$ cat src/rtl/lockarb_pkg.sv
package lockarb_pkg;

    typedef enum logic {
        LK_FREE = 1'b0,
        LK_HELD = 1'b1
    } lock_st_e;

endpackage

$ cat src/rtl/lockarb_prio.sv
module lockarb_prio #(
    parameter int MGR_N = 3,
    localparam int IW   = (MGR_N > 1) ? $clog2(MGR_N) : 1
) (
    input  logic [MGR_N-1:0] req,
    output logic [MGR_N-1:0] pick_oh,
    output logic [IW-1:0]    pick_idx
);

    always_comb begin
        pick_oh  = '0;
        pick_idx = '0;
        for (int i = MGR_N - 1; i >= 0; i--) begin
            if (req[i]) begin
                pick_oh     = '0;
                pick_oh[i]  = 1'b1;
                pick_idx    = IW'(i);
            end
        end
    end

endmodule

$ cat src/rtl/lockarb_lock.sv
module lockarb_lock
    import lockarb_pkg::*;
#(
    parameter int MGR_N = 3,
    localparam int IW   = (MGR_N > 1) ? $clog2(MGR_N) : 1
) (
    input  logic             clk,
    input  logic             rst_n,
    input  logic [MGR_N-1:0] pick_oh,
    input  logic [IW-1:0]    pick_idx,
    input  logic [MGR_N-1:0] req_lck,
    input  logic             xfer,
    output logic [MGR_N-1:0] gnt_oh,
    output logic [IW-1:0]    gnt_idx,
    output logic             gnt_lck,
    output logic             held
);

    typedef struct packed {
        lock_st_e        st;
        logic [IW-1:0]   owner;
    } lk_t;

    lk_t state_d, state_q;

    always_comb begin
        state_d = state_q;
        if (state_q.st == LK_HELD) begin
            gnt_idx = state_q.owner;
            gnt_oh  = '0;
            for (int i = 0; i < MGR_N; i++) begin
                if (state_q.owner == IW'(i)) gnt_oh[i] = 1'b1;
            end
        end else begin
            gnt_idx = pick_idx;
            gnt_oh  = pick_oh;
        end
        gnt_lck = |(req_lck & gnt_oh);
        if (xfer) begin
            if (gnt_lck) begin
                state_d.st    = LK_HELD;
                state_d.owner = gnt_idx;
            end else begin
                state_d.st    = LK_FREE;
                state_d.owner = '0;
            end
        end
        held = (state_q.st == LK_HELD);
    end

    always_ff @(posedge clk or negedge rst_n) begin
        if (!rst_n) state_q <= '{st: LK_FREE, owner: '0};
        else        state_q <= state_d;
    end


    stall_keep_chk: assert property (@(posedge clk) disable iff (!rst_n)
        !xfer |=> $stable(state_q));


    held_owner_chk: assert property (@(posedge clk) disable iff (!rst_n)
        (xfer && gnt_lck) |=> (held && gnt_idx == $past(gnt_idx)));


    release_chk: assert property (@(posedge clk) disable iff (!rst_n)
        (xfer && !gnt_lck) |=> !held);

endmodule

$ cat src/rtl/lockarb_route.sv
module lockarb_route #(
    parameter int MGR_N = 3,
    parameter int DW    = 32,
    parameter int DLY   = 1,
    localparam int IW   = (MGR_N > 1) ? $clog2(MGR_N) : 1
) (
    input  logic              clk,
    input  logic              rst_n,
    input  logic              xfer,
    input  logic [IW-1:0]     gnt_idx,
    input  logic [DW-1:0]     sub_rdt,
    output logic [MGR_N*DW-1:0] mgr_rdt
);

    typedef struct packed {
        logic          vld;
        logic [IW-1:0] idx;
    } slot_t;

    slot_t             out_slot;
    logic [MGR_N-1:0]  dst_oh;

    generate
        if (DLY == 0) begin : g_direct
            assign out_slot = '{vld: xfer, idx: gnt_idx};
        end else begin : g_pipe
            slot_t [DLY-1:0] pipe_d, pipe_q;

            always_comb begin
                pipe_d[0] = '{vld: xfer, idx: gnt_idx};
                for (int k = 1; k < DLY; k++) pipe_d[k] = pipe_q[k-1];
            end

            always_ff @(posedge clk or negedge rst_n) begin
                if (!rst_n) pipe_q <= '0;
                else        pipe_q <= pipe_d;
            end

            assign out_slot = pipe_q[DLY-1];
        end
    endgenerate

    generate
        for (genvar i = 0; i < MGR_N; i++) begin : g_dst
            assign dst_oh[i] = out_slot.vld && (out_slot.idx == IW'(i));
            assign mgr_rdt[i*DW +: DW] = dst_oh[i] ? sub_rdt : '0;
        end
    endgenerate


    route_onehot_chk: assert property (@(posedge clk) disable iff (!rst_n)
        $onehot0(dst_oh));


    route_idle_chk: assert property (@(posedge clk) disable iff (!rst_n)
        !out_slot.vld |-> (mgr_rdt == '0));

endmodule

$ cat src/rtl/lockarb_top.sv
module lockarb_top #(
    parameter int MGR_N = 3,
    parameter int AW    = 16,
    parameter int DW    = 32,
    parameter int DLY   = 1,
    localparam int BW   = DW / 8,
    localparam int IW   = (MGR_N > 1) ? $clog2(MGR_N) : 1
) (
    input  logic                clk,
    input  logic                rst_n,
    input  logic [MGR_N-1:0]    mgr_vld,
    input  logic [MGR_N-1:0]    mgr_lck,
    input  logic [MGR_N-1:0]    mgr_wen,
    input  logic [MGR_N*AW-1:0] mgr_adr,
    input  logic [MGR_N*BW-1:0] mgr_ben,
    input  logic [MGR_N*DW-1:0] mgr_wdt,
    output logic [MGR_N-1:0]    mgr_rdy,
    output logic [MGR_N*DW-1:0] mgr_rdt,
    output logic                sub_vld,
    output logic                sub_wen,
    output logic [AW-1:0]       sub_adr,
    output logic [BW-1:0]       sub_ben,
    output logic [DW-1:0]       sub_wdt,
    input  logic                sub_rdy,
    input  logic [DW-1:0]       sub_rdt
);

    logic [MGR_N-1:0] pick_oh;
    logic [IW-1:0]    pick_idx;
    logic [MGR_N-1:0] gnt_oh;
    logic [IW-1:0]    gnt_idx;
    logic             gnt_lck;
    logic             held;
    logic             xfer;

    lockarb_prio #(.MGR_N(MGR_N)) u_prio (
        .req      (mgr_vld),
        .pick_oh  (pick_oh),
        .pick_idx (pick_idx)
    );

    lockarb_lock #(.MGR_N(MGR_N)) u_lock (
        .clk      (clk),
        .rst_n    (rst_n),
        .pick_oh  (pick_oh),
        .pick_idx (pick_idx),
        .req_lck  (mgr_lck),
        .xfer     (xfer),
        .gnt_oh   (gnt_oh),
        .gnt_idx  (gnt_idx),
        .gnt_lck  (gnt_lck),
        .held     (held)
    );

    always_comb begin
        sub_wen = 1'b0;
        sub_adr = '0;
        sub_ben = '0;
        sub_wdt = '0;
        for (int i = 0; i < MGR_N; i++) begin
            if (gnt_oh[i]) begin
                sub_wen = sub_wen | mgr_wen[i];
                sub_adr = sub_adr | mgr_adr[i*AW +: AW];
                sub_ben = sub_ben | mgr_ben[i*BW +: BW];
                sub_wdt = sub_wdt | mgr_wdt[i*DW +: DW];
            end
        end
        sub_vld = |(mgr_vld & gnt_oh);
        mgr_rdy = gnt_oh & {MGR_N{sub_rdy}};
        xfer    = sub_vld & sub_rdy;
    end

    lockarb_route #(.MGR_N(MGR_N), .DW(DW), .DLY(DLY)) u_route (
        .clk     (clk),
        .rst_n   (rst_n),
        .xfer    (xfer),
        .gnt_idx (gnt_idx),
        .sub_rdt (sub_rdt),
        .mgr_rdt (mgr_rdt)
    );


    one_grant_chk: assert property (@(posedge clk) disable iff (!rst_n)
        $onehot0(mgr_rdy));


    rdy_needs_sub_chk: assert property (@(posedge clk) disable iff (!rst_n)
        (mgr_rdy != '0) |-> sub_rdy);


    free_forward_chk: assert property (@(posedge clk) disable iff (!rst_n)
        (!held && mgr_vld != '0) |-> sub_vld);


    lock_stick_chk: assert property (@(posedge clk) disable iff (!rst_n)
        (xfer && gnt_lck) |=> ((mgr_rdy & ~$past(mgr_rdy)) == '0));

endmodule

$ cat config.mk
export PLATFORM = sky130hd
export DESIGN_NAME = lockarb_top
export DESIGN_NICKNAME = d
export VERILOG_FILES = /design/src/rtl/lockarb_pkg.sv /design/src/rtl/lockarb_prio.sv /design/src/rtl/lockarb_lock.sv /design/src/rtl/lockarb_route.sv /design/src/rtl/lockarb_top.sv
export SDC_FILE = /design/constraint.sdc
export NUM_CORES = 1
export LEC_CHECK = 0
export BUFFER_PORTS_ARGS = -buffer_cell sky130_fd_sc_hd__buf_2
export CAP_MARGIN = 40
export CORE_AREA = 4 4 135 137
export DETAILED_ROUTE_END_ITERATION = 10
export DIE_AREA = 0 0 139 141
export MAX_ROUTING_LAYER = met4
export PLACE_DENSITY = 0.44
export SLEW_MARGIN = 20
export SYNTH_ARGS = -nofsm -noshare
export SYNTH_HDL_FRONTEND = slang
export SYNTH_SLANG_ARGS = --single-unit
export TNS_END_PERCENT = 10
$ cat constraint.sdc
create_clock -name clk -period 2.3 [get_ports clk]
set_input_delay 0.115 -clock clk [delete_from_list [all_inputs] [get_ports clk]]
set_output_delay 0.115 -clock clk [all_outputs]
set_load 0.005 [all_outputs]
==> impl_metrics.env, run 1 <==
export IMPL_status="complete, no violations"
export IMPL_fmax_mhz=450
export IMPL_initial_core_util_pct=11.1
export IMPL_synth_xor_area_share_pct=0
export IMPL_worst_pin_slew_ns=0.519
export IMPL_crit_path_end="sub_wdt[30]"
export IMPL_yosysSeqAreaShare_pct=7.90
export IMPL_slew_violations=0
export IMPL_power_density_mw_per_mm2=604
export IMPL_ios=353
export IMPL_synth_fp_nets=465
export IMPL_grt_start_max_net_pins=57
export IMPL_path_clk_slew_ns=0.03
export IMPL_ys_types=25
export IMPL_synthCells=265
export IMPL_critPathCaptureType="output port"
export IMPL_netlist_area_mm2=0.00190
export IMPL_criticalPathCategory="register to output port"
export IMPL_root_buffer="clkbuf_16"
export IMPL_post_route_period_util_pct=96.6
export IMPL_cp_start_kind="register"
export IMPL_grt_pass1_vias=3297
export IMPL_post_route_util_pct=23.0
export IMPL_max_slew_margin_rel_pct=65.4
export IMPL_syn_area_per_cell_um2=7.17
export IMPL_clkSinkCount=6
export IMPL_tritoncts="yes"
export IMPL_overflow=0
export IMPL_gp_congestion=0.772
export IMPL_hold_class="input port to register"
export IMPL_drcViolationCount=0
export IMPL_skew_ns=0.000278
export IMPL_synth_edff_count=0
export IMPL_finalInstanceArea_mm2=0.00392
export IMPL_drive_gt1_share_pct=61.3
export IMPL_cp_required_ns=2.18
export IMPL_ant_nets=0
export IMPL_cp_top_family="compound AO/OA/AOI/OAI gates"
export IMPL_final_cell_mix="buf_2 (352), and2_1 (99), a222oi_1 (54), inv_1 (54)"
export IMPL_cp_max_fo=55
export IMPL_layout_commonest_cell="buf_2"
export IMPL_place_area_mm2=0.00382
export IMPL_num_rows=48
export IMPL_dr_pass1_iters=8
export IMPL_die_y_um=141
export IMPL_layout_min_cycle_time_ns=2.22
export IMPL_cts_htree_levels=1
export IMPL_antenna_found_initial=2
export IMPL_wl_per_cell_um=15.5
export IMPL_dominantRegCellSynth="dfrtp_1"
export IMPL_cp_slowest_cell="a222oi_1"
export IMPL_post_cts_setup_buffers=0
export IMPL_numCtsBuffers=3
export IMPL_fillCellCount=1901
export IMPL_ys_seq_elements=6
export IMPL_max_clock_path_buffers=2
export IMPL_yosys_warnings=0
export IMPL_crit_chain="mux2_8 -> a222oi_1 -> inv_1 -> buf_2"
export IMPL_maxCapViolCount=0
export IMPL_rsz0062_at_grt="false"
export IMPL_totalWireLength_um=12800
export IMPL_synth_fa_ha_area_share_pct=0
export IMPL_insertion_delay_ns=0.22
export IMPL_dieWidth_um=139
export IMPL_synth_compound_area_share_pct=32.1
export IMPL_slowest_delay_ns=0.57
export IMPL_grt_first_pass_wirelength_um=18300
export IMPL_port_buffers=352
export IMPL_finalHoldViolCount=0
export IMPL_critPathBufInv=2
export IMPL_rr_startpoint="u_lock.held"
export IMPL_setup_viol=0
export IMPL_die_area_mm2=0.0196
export IMPL_muxShareOfSynthArea_pct=0.790
export IMPL_dr_first_iter_drc_count=286
export IMPL_reg2regPathDepth=5
export IMPL_nets=801
export IMPL_critical_path_depth=4
export IMPL_final_setup_tns_ns=0
export IMPL_startpoint="u_lock.held"
export IMPL_rrSetupSlack_ns=0.50
export IMPL_synth_top_family_by_area="simple AND/OR/NAND/NOR gates"
export IMPL_globalRouteTotalUtil_pct=11.9
export IMPL_vias_per_cell=4.08
export IMPL_coreArea_mm2=0.0171
export IMPL_area_growth_pct=106
export IMPL_synth_simple_area_share_pct=37.6
export IMPL_async_reset_ff_share_pct=100
export IMPL_whs_ns=0.176
export IMPL_ir_drop_uv=296
export IMPL_p_leak_nw=2.52
export IMPL_vias=3372
export IMPL_crit_arrival_ns=2.11
export IMPL_regToRegEndpoint="u_lock.state_q[1]"
export IMPL_hpwl_um=11200
==> per-stage QoR <==
stage / std cells / worst slack (ns) / power, mW
floorplan: 265 / 0.748 / 1.29
CTS: 824 / 0.0487 / 2.41
detailed placement: 820 / 0.291 / 2.12
global placement: 820 / 0.297 / 2.13
finish: 826 / 0.0780 / 2.37
global route: 826 / 0.0160 / 2.60
==> cell usage after synthesis, drive strengths merged (2+ instances only) <==
library cell  number  area, µm²
nand4              2       12.5
clkbuf             9       33.8
o21ai              2       17.5
buf               18        175
a222oi            54        541
a21bo              2       20.0
dfrtp              6        150
nand2              6       22.5
and2              99        619
or4b               2       20.0
nor2               2       7.51
inv               54        203
==> cells by family after synthesis <==
| family | count (synthesis) |
|---|---|
| buffers and inverters | 81 |
| flip-flops | 6 |
| multiplexers | 1 |
| AND/OR/NAND/NOR | 115 |
| AO/OA/AOI/OAI | 62 |
==> what timing repair did <==
action | 4_1_cts | 5_1_grt
endpoints found under the hold margin | 6 | 0
gates resized for setup | 0 | 1
endpoints found under the setup margin | 0 | 1
hold buffers | 1 | 0
==> cell type report <==
type	count	area, µm²	area share (%)
Tap cell	225	282	7.18
Antenna cell	2	5.00	0.128
Timing Repair Buffer	358	1830	46.8
Inverter	54	203	5.17
Clock buffer	3	75.1	1.92
Sequential cell	6	150	3.83
Multi-Input combinational cell	178	1370	35.0
==> worst min-delay path by stage <==
stage,startpoint,end,slack [ns],depth (start not counted)
3_5_place_dp,rst_n,u_route.g_pipe.pipe_q[2],-0.05,1
2_1_floorplan,rst_n,u_lock.held,-0.18,0
4_1_cts,sub_rdy,u_lock.held,0.18,2
6_report,sub_rdy,u_lock.held,0.18,2
3_3_place_gp,rst_n,u_route.g_pipe.pipe_q[2],-0.04,1
5_1_grt,sub_rdy,u_lock.held,0.19,2
==> power breakdown <==
| group | leakage [nW] | internal (mW) | total [mW] | switching, mW |
|---|---|---|---|---|
| logic | 2.40 | 0.933 | 1.92 | 0.985 |
| registers | 0.0784 | 0.133 | 0.173 | 0.0408 |
| clock network | 0.0370 | 0.222 | 0.275 | 0.0524 |
==> registers in the layout, indices dropped and copies added, names as in the netlist <==
register,count
u_lock.state_q,2
u_route.g_pipe.pipe_q,3
u_lock.held,1
==> layer usage <==
metal | part of all wire [%] | vias to the layer above | global-route usage, %
li1 | - | 1630 | -
met1 | 35 | 1478 | 12.7
met2 | 52 | 249 | 22.2
met3 | 11 | 15 | 2.78
met4 | 2.0 | 0 | 3.19
met5 | 0 | - | -
(Power assumes the default switching activity.)
==> inputs of run 2 (changes only) <==
--- a/config.mk
+++ b/config.mk
@@ -7,11 +7,13 @@
 export LEC_CHECK = 0
 export BUFFER_PORTS_ARGS = -buffer_cell sky130_fd_sc_hd__buf_2
 export CAP_MARGIN = 40
-export CORE_AREA = 4 4 135 137
+export CELL_PAD_IN_SITES_DETAIL_PLACEMENT = 0
+export CELL_PAD_IN_SITES_GLOBAL_PLACEMENT = 1
+export CORE_AREA = 4 4 136 138
 export DETAILED_ROUTE_END_ITERATION = 10
-export DIE_AREA = 0 0 139 141
+export DIE_AREA = 0 0 140 142
 export MAX_ROUTING_LAYER = met4
-export PLACE_DENSITY = 0.44
+export PLACE_DENSITY = 0.68
 export SLEW_MARGIN = 20
 export SYNTH_ARGS = -nofsm -noshare
 export SYNTH_HDL_FRONTEND = slang
==> impl_metrics.env, run 2 (synthesized netlist as in run 1, its figures left out) <==
export IMPL_nets=803
export IMPL_hpwl_um=10500
export IMPL_top_register="u_route.g_pipe.pipe_q"
export IMPL_layout_min_cycle_time_ns=2.09
export IMPL_setup_viol=0
export IMPL_path_clk_slew_ns=0.03
export IMPL_cp_required_ns=2.18
export IMPL_rr_startpoint="u_lock.held"
export IMPL_cts_htree_levels=1
export IMPL_finalHoldViolCount=0
export IMPL_post_route_util_pct=22.9
export IMPL_dr_first_iter_drc_count=259
export IMPL_dp_slack_ns=0.436
export IMPL_reg2regPathDepth=5
export IMPL_final_cell_mix="buf_2 (352), and2_1 (99), a222oi_1 (54), inv_1 (54)"
export IMPL_area_growth_pct=107
export IMPL_p_leak_nw=2.52
export IMPL_grt_first_pass_wirelength_um=17700
export IMPL_port_buffers=352
export IMPL_hold_depth=2
export IMPL_critPathCaptureType="output port"
export IMPL_final_setup_tns_ns=0
export IMPL_initial_core_util_pct=11.1
export IMPL_dieWidth_um=140
export IMPL_p_total_mw=2.33
export IMPL_largest_register_ffs=3
export IMPL_post_cts_setup_buffers=0
export IMPL_post_route_period_util_pct=90.8
export IMPL_fillCellCount=1932
export IMPL_grt_start_max_net_pins=56
export IMPL_maxCapViolCount=0
export IMPL_gp_congestion=0.766
export IMPL_cp_max_fo=24
export IMPL_overflow=0
export IMPL_die_area_mm2=0.0199
export IMPL_tritoncts="yes"
export IMPL_numCtsBuffers=3
export IMPL_dr_pass1_iters=6
export IMPL_holdCritStartpoint="sub_rdy"
export IMPL_wl_per_cell_um=15.0
export IMPL_worst_pin_slew_ns=0.626
export IMPL_rsz0062_at_grt="false"
export IMPL_vias_per_cell=4.11
export IMPL_ios=353
export IMPL_coreArea_mm2=0.0172
export IMPL_totalWireLength_um=12400
export IMPL_antenna_found_initial=2
export IMPL_whs_endpoint="u_lock.held"
export IMPL_globalRouteTotalUtil_pct=11.4
export IMPL_crit_arrival_ns=1.97
export IMPL_max_clock_path_buffers=2
export IMPL_die_y_um=142
export IMPL_root_buffer="clkbuf_16"
export IMPL_setup_ws_ns=0.212
export IMPL_drive_gt1_share_pct=61.6
export IMPL_postCtsHoldBufs=1
export IMPL_num_rows=48
export IMPL_regToRegEndpoint="u_lock.held"
export IMPL_insertion_delay_ns=0.23
export IMPL_max_slew_margin_rel_pct=58.2
export IMPL_ctsResizeCount=0
export IMPL_ant_nets=0
export IMPL_clkSinkCount=6
export IMPL_status="complete, no violations"
export IMPL_ir_drop_uv=329
export IMPL_criticalPathCategory="register to output port"
export IMPL_rrSetupSlack_ns=0.49
export IMPL_hold_class="input port to register"
export IMPL_drcViolationCount=0
export IMPL_skew_ns=0.000973
export IMPL_cp_start_kind="register"
export IMPL_slew_violations=0
export IMPL_power_density_mw_per_mm2=592
export IMPL_fmax_mhz=479
export IMPL_grt_pass1_vias=3264
export IMPL_vias=3403
export IMPL_layout_commonest_cell="buf_2"
## run 2: changes by cell type in the layout (fill, tap and decap cells not counted)
cell	before	now
buf_12	2	3
buf_4	3	4
diode_2	2	1
mux2_4	0	1
mux2_8	1	0
nor2_1	2	1
nor2_2	0	1
## run 2: critical path: stages, from the launching register on
cell and delay, ns:
dfrtp_1 0.44, or4b_1 0.57, o21ai_4 0.11, buf_4 0.30, a222oi_1 0.11, inv_1 0.08
buf_2 0.11
## run 2: area by class of cell
cell class | count | area, µm² | area share, %
Antenna cell | 1 | 2.50 | 0.0636
Clock buffer | 3 | 75.1 | 1.91
Inverter | 54 | 203 | 5.15
Multi-Input combinational cell | 178 | 1360 | 34.6
Sequential cell | 6 | 150 | 3.82
Tap cell | 225 | 282 | 7.15
Timing Repair Buffer | 360 | 1860 | 47.3
## run 2: routing by layer
metal	track usage, %	part of all wire [%]
met1	12.0	35
met2	21.4	53
met3	3.46	12
met4	1.38	0.91
met5	-	0
## run 2: power breakdown
| group | total, mW | switching, mW | internal [mW] |
|---|---|---|---|
| Sequential | 0.172 | 0.0398 | 0.133 |
| Combinational | 1.88 | 0.940 | 0.940 |
| Clock | 0.276 | 0.0534 | 0.223 |
## run 2: how the worst max path moves through the flow
stage,slack [ns],start,to
2_1_floorplan,0.75,u_lock.held,sub_adr[0]
3_3_place_gp,0.44,u_lock.held,sub_wen
3_5_place_dp,0.44,u_lock.held,sub_wen
4_1_cts,0.19,u_lock.held,sub_wen
5_1_grt,0.07,u_lock.state_q[0],sub_wdt[15]
6_report,0.21,u_lock.held,sub_adr[13]
## run 2: per-stage QoR
step / instances / hold WS, ns / instance area (µm²)
after detailed placement: 822 / -0.0537 / 3850
final: 827 / 0.195 / 3940
after global placement: 822 / -0.0538 / 3850
after global routing: 827 / 0.215 / 3940
after floorplan: 265 / -0.181 / 1900
after CTS: 826 / 0.198 / 3930
==> inputs of run 3 (changes only) <==
--- a/config.mk
+++ b/config.mk
@@ -5,15 +5,16 @@
 export SDC_FILE = /design/constraint.sdc
 export NUM_CORES = 1
 export LEC_CHECK = 0
+export ABC_AREA = 1
 export BUFFER_PORTS_ARGS = -buffer_cell sky130_fd_sc_hd__buf_2
 export CAP_MARGIN = 40
 export CELL_PAD_IN_SITES_DETAIL_PLACEMENT = 0
 export CELL_PAD_IN_SITES_GLOBAL_PLACEMENT = 1
-export CORE_AREA = 4 4 136 138
+export CORE_AREA = 4 4 137 139
 export DETAILED_ROUTE_END_ITERATION = 10
-export DIE_AREA = 0 0 140 142
+export DIE_AREA = 0 0 141 143
 export MAX_ROUTING_LAYER = met4
-export PLACE_DENSITY = 0.68
+export PLACE_DENSITY = 0.73
 export SLEW_MARGIN = 20
 export SYNTH_ARGS = -nofsm -noshare
 export SYNTH_HDL_FRONTEND = slang
==> impl_metrics.env, run 3 <==
export IMPL_status="complete, no violations"
export IMPL_clkSinkCount=6
export IMPL_ys_seq_elements=6
export IMPL_ant_nets=0
export IMPL_totalWireLength_um=15300
export IMPL_final_cell_mix="buf_2 (352), nand3_1 (226), nor2_1 (99), inv_1 (40), nand2_1 (11)"
export IMPL_ctsResizeCount=0
export IMPL_synth_fa_ha_area_share_pct=0
export IMPL_gp_congestion=0.818
export IMPL_layout_min_cycle_time_ns=1.95
export IMPL_numCtsBuffers=3
export IMPL_layout_commonest_cell="buf_2"
export IMPL_grt_start_max_net_pins=57
export IMPL_max_clock_path_buffers=2
export IMPL_num_rows=49
export IMPL_crit_arrival_ns=1.84
export IMPL_cts_htree_levels=1
export IMPL_critPathCaptureType="output port"
export IMPL_grt_pass1_vias=4111
export IMPL_synth_fp_nets=638
export IMPL_area_growth_pct=96.6
export IMPL_netlist_area_mm2=0.00217
export IMPL_criticalPathCategory="register to output port"
export IMPL_worst_pin_slew_ns=0.511
export IMPL_p_leak_nw=2.73
export IMPL_insertion_delay_ns=0.22
export IMPL_rsz0062_at_grt="false"
export IMPL_globalRouteTotalUtil_pct=14.2
export IMPL_vias_per_cell=4.37
export IMPL_synthTopCellsByCount="nand3_1 (226), nor2_1 (99), inv_1 (40), buf_2 (21), buf_4 (14)"
export IMPL_ys_types=15
export IMPL_coreArea_mm2=0.0177
export IMPL_synthCells=438
export IMPL_antenna_found_initial=2
export IMPL_rrSetupSlack_ns=0.68
export IMPL_yosys_warnings=0
export IMPL_synth_top_cell_by_area="nand3_1"
export IMPL_cp_required_ns=2.18
export IMPL_largest_register_ffs=3
export IMPL_post_route_period_util_pct=84.9
export IMPL_netlist_area_leader_share_pct=52.2
export IMPL_nets=966
export IMPL_dieWidth_um=141
export IMPL_path_clk_slew_ns=0.03
export IMPL_drive_gt1_share_pct=49.6
export IMPL_slew_violations=0
export IMPL_cp_start_kind="register"
export IMPL_muxShareOfSynthArea_pct=0
export IMPL_post_cts_setup_buffers=0
export IMPL_hpwl_um=12900
export IMPL_synth_compound_area_share_pct=1.73
export IMPL_fmax_mhz=512
export IMPL_ios=353
export IMPL_async_reset_ff_share_pct=100
export IMPL_synth_edff_count=0
export IMPL_dr_first_iter_drc_count=218
export IMPL_synth_xor_area_share_pct=0
export IMPL_ir_drop_uv=431
export IMPL_dr_pass1_iters=5
export IMPL_cp_max_fo=31
export IMPL_drcViolationCount=0
export IMPL_port_buffers=352
export IMPL_dominantRegCellSynth="dfrtp_1"
export IMPL_maxCapViolCount=0
export IMPL_wl_per_cell_um=15.4
export IMPL_top_register="u_route.g_pipe.pipe_q"
export IMPL_initial_core_util_pct=12.3
export IMPL_yosysMostFrequentCell="nand3_1"
export IMPL_die_area_mm2=0.0202
export IMPL_overflow=0
export IMPL_synth_top_family_by_area="simple AND/OR/NAND/NOR gates"
export IMPL_root_buffer="clkbuf_16"
export IMPL_final_setup_tns_ns=0
export IMPL_tritoncts="yes"
export IMPL_yosys_top_cells_area="nand3_1 (52%), nor2_1 (17%), dfrtp_1 (6.9%)"
export IMPL_syn_area_per_cell_um2=4.95
export IMPL_power_density_mw_per_mm2=911
export IMPL_yosysSeqAreaShare_pct=6.92
export IMPL_skew_ns=0.000498
export IMPL_hold_class="input port to register"
export IMPL_die_y_um=143
export IMPL_post_route_util_pct=24.1
export IMPL_vias=4343
export IMPL_setup_viol=0
export IMPL_finalInstanceArea_mm2=0.00426
export IMPL_grt_first_pass_wirelength_um=22300
export IMPL_synth_simple_area_share_pct=72.3
export IMPL_place_area_mm2=0.00418
export IMPL_max_slew_margin_rel_pct=65.8
export IMPL_finalHoldViolCount=0
[run 3: cell count changes after synthesis, moves of 2 or more]
cell / change
buf_8: -5
buf_2: +16
buf_6: -3
nand3_1: +226
nand4_1: -2
and2_1: -99
inv_2: +2
nor2_1: +97
a222oi_1: -54
buf_4: +10
nand2_1: +7
inv_1: -14
or4b_1: -2
o21a_1: +2
[run 3: timing repair]
item / 4_1_cts / 5_1_grt
hold endpoints to repair: 6 / 0
endpoints found under the setup margin: 0 / 0
hold buffers: 1 / 0
[run 3: metal layers]
layer | global-route usage [%] | share of wire [%] | vias up | routed length (µm)
li1 | - | - | 2116 | -
met1 | 17.0 | 39 | 1963 | 6020
met2 | 26.0 | 51 | 254 | 7870
met3 | 2.14 | 8.4 | 10 | 1290
met4 | 1.63 | 1.0 | 0 | 155
met5 | - | 0 | - | 0
[run 3: cells by family after synthesis]
logic type      Yosys count
compound gates            5
buf+inv                  87
flops                     6
simple gates            340
[run 3: critical path, stage by stage, from the launching register on]
cell and delay, ns:
dfrtp_1 0.50, inv_2 0.13, nand2_2 0.20, buf_4 0.37
nand3_1 0.18, nand3_1 0.10, buf_2 0.11
[run 3: worst paths after layout]
kind,startpoint,endpoint,depth (start not counted)
max reg2reg,u_lock.held,u_lock.held,8
max in group asynchronous,rst_n,u_lock.state_q[1],2
min reg2reg,u_lock.state_q[1],u_lock.state_q[1],2
max,u_lock.held,sub_wdt[10],6
min in group asynchronous,rst_n,u_route.g_pipe.pipe_q[1],2
min,sub_rdy,u_lock.state_q[0],3
[run 3: cell type report]
type	count	area [µm²]
fillers	2060	13400
multi-input cells	345	1640
diodes	1	2.50
inverters	42	158
flip-flops and latches	6	150
well taps	229	287
clock buffers	3	75.1
repair buffers	368	1950
[run 3: power by group]
| group | internal (mW) | total (mW) | switching (mW) |
|---|---|---|---|
| combinational | 1.37 | 3.38 | 2.01 |
| clock | 0.223 | 0.277 | 0.0545 |
| sequential | 0.154 | 0.221 | 0.0670 |
| total | 1.75 | 3.88 | 2.13 |
[run 3: through the flow]
| stage | setup WS (ns) | hold slack (ns) | power, mW | std cells |
|---|---|---|---|---|
| 2_1_floorplan | 1.11 | -0.181 | 2.15 | 438 |
| 3_3_place_gp | 0.518 | -0.0547 | 3.64 | 988 |
| 3_5_place_dp | 0.610 | -0.0494 | 3.66 | 989 |
| 4_1_cts | 0.366 | 0.191 | 3.96 | 993 |
| 5_1_grt | 0.207 | 0.208 | 4.30 | 994 |
| 6_report | 0.348 | 0.193 | 3.88 | 994 |
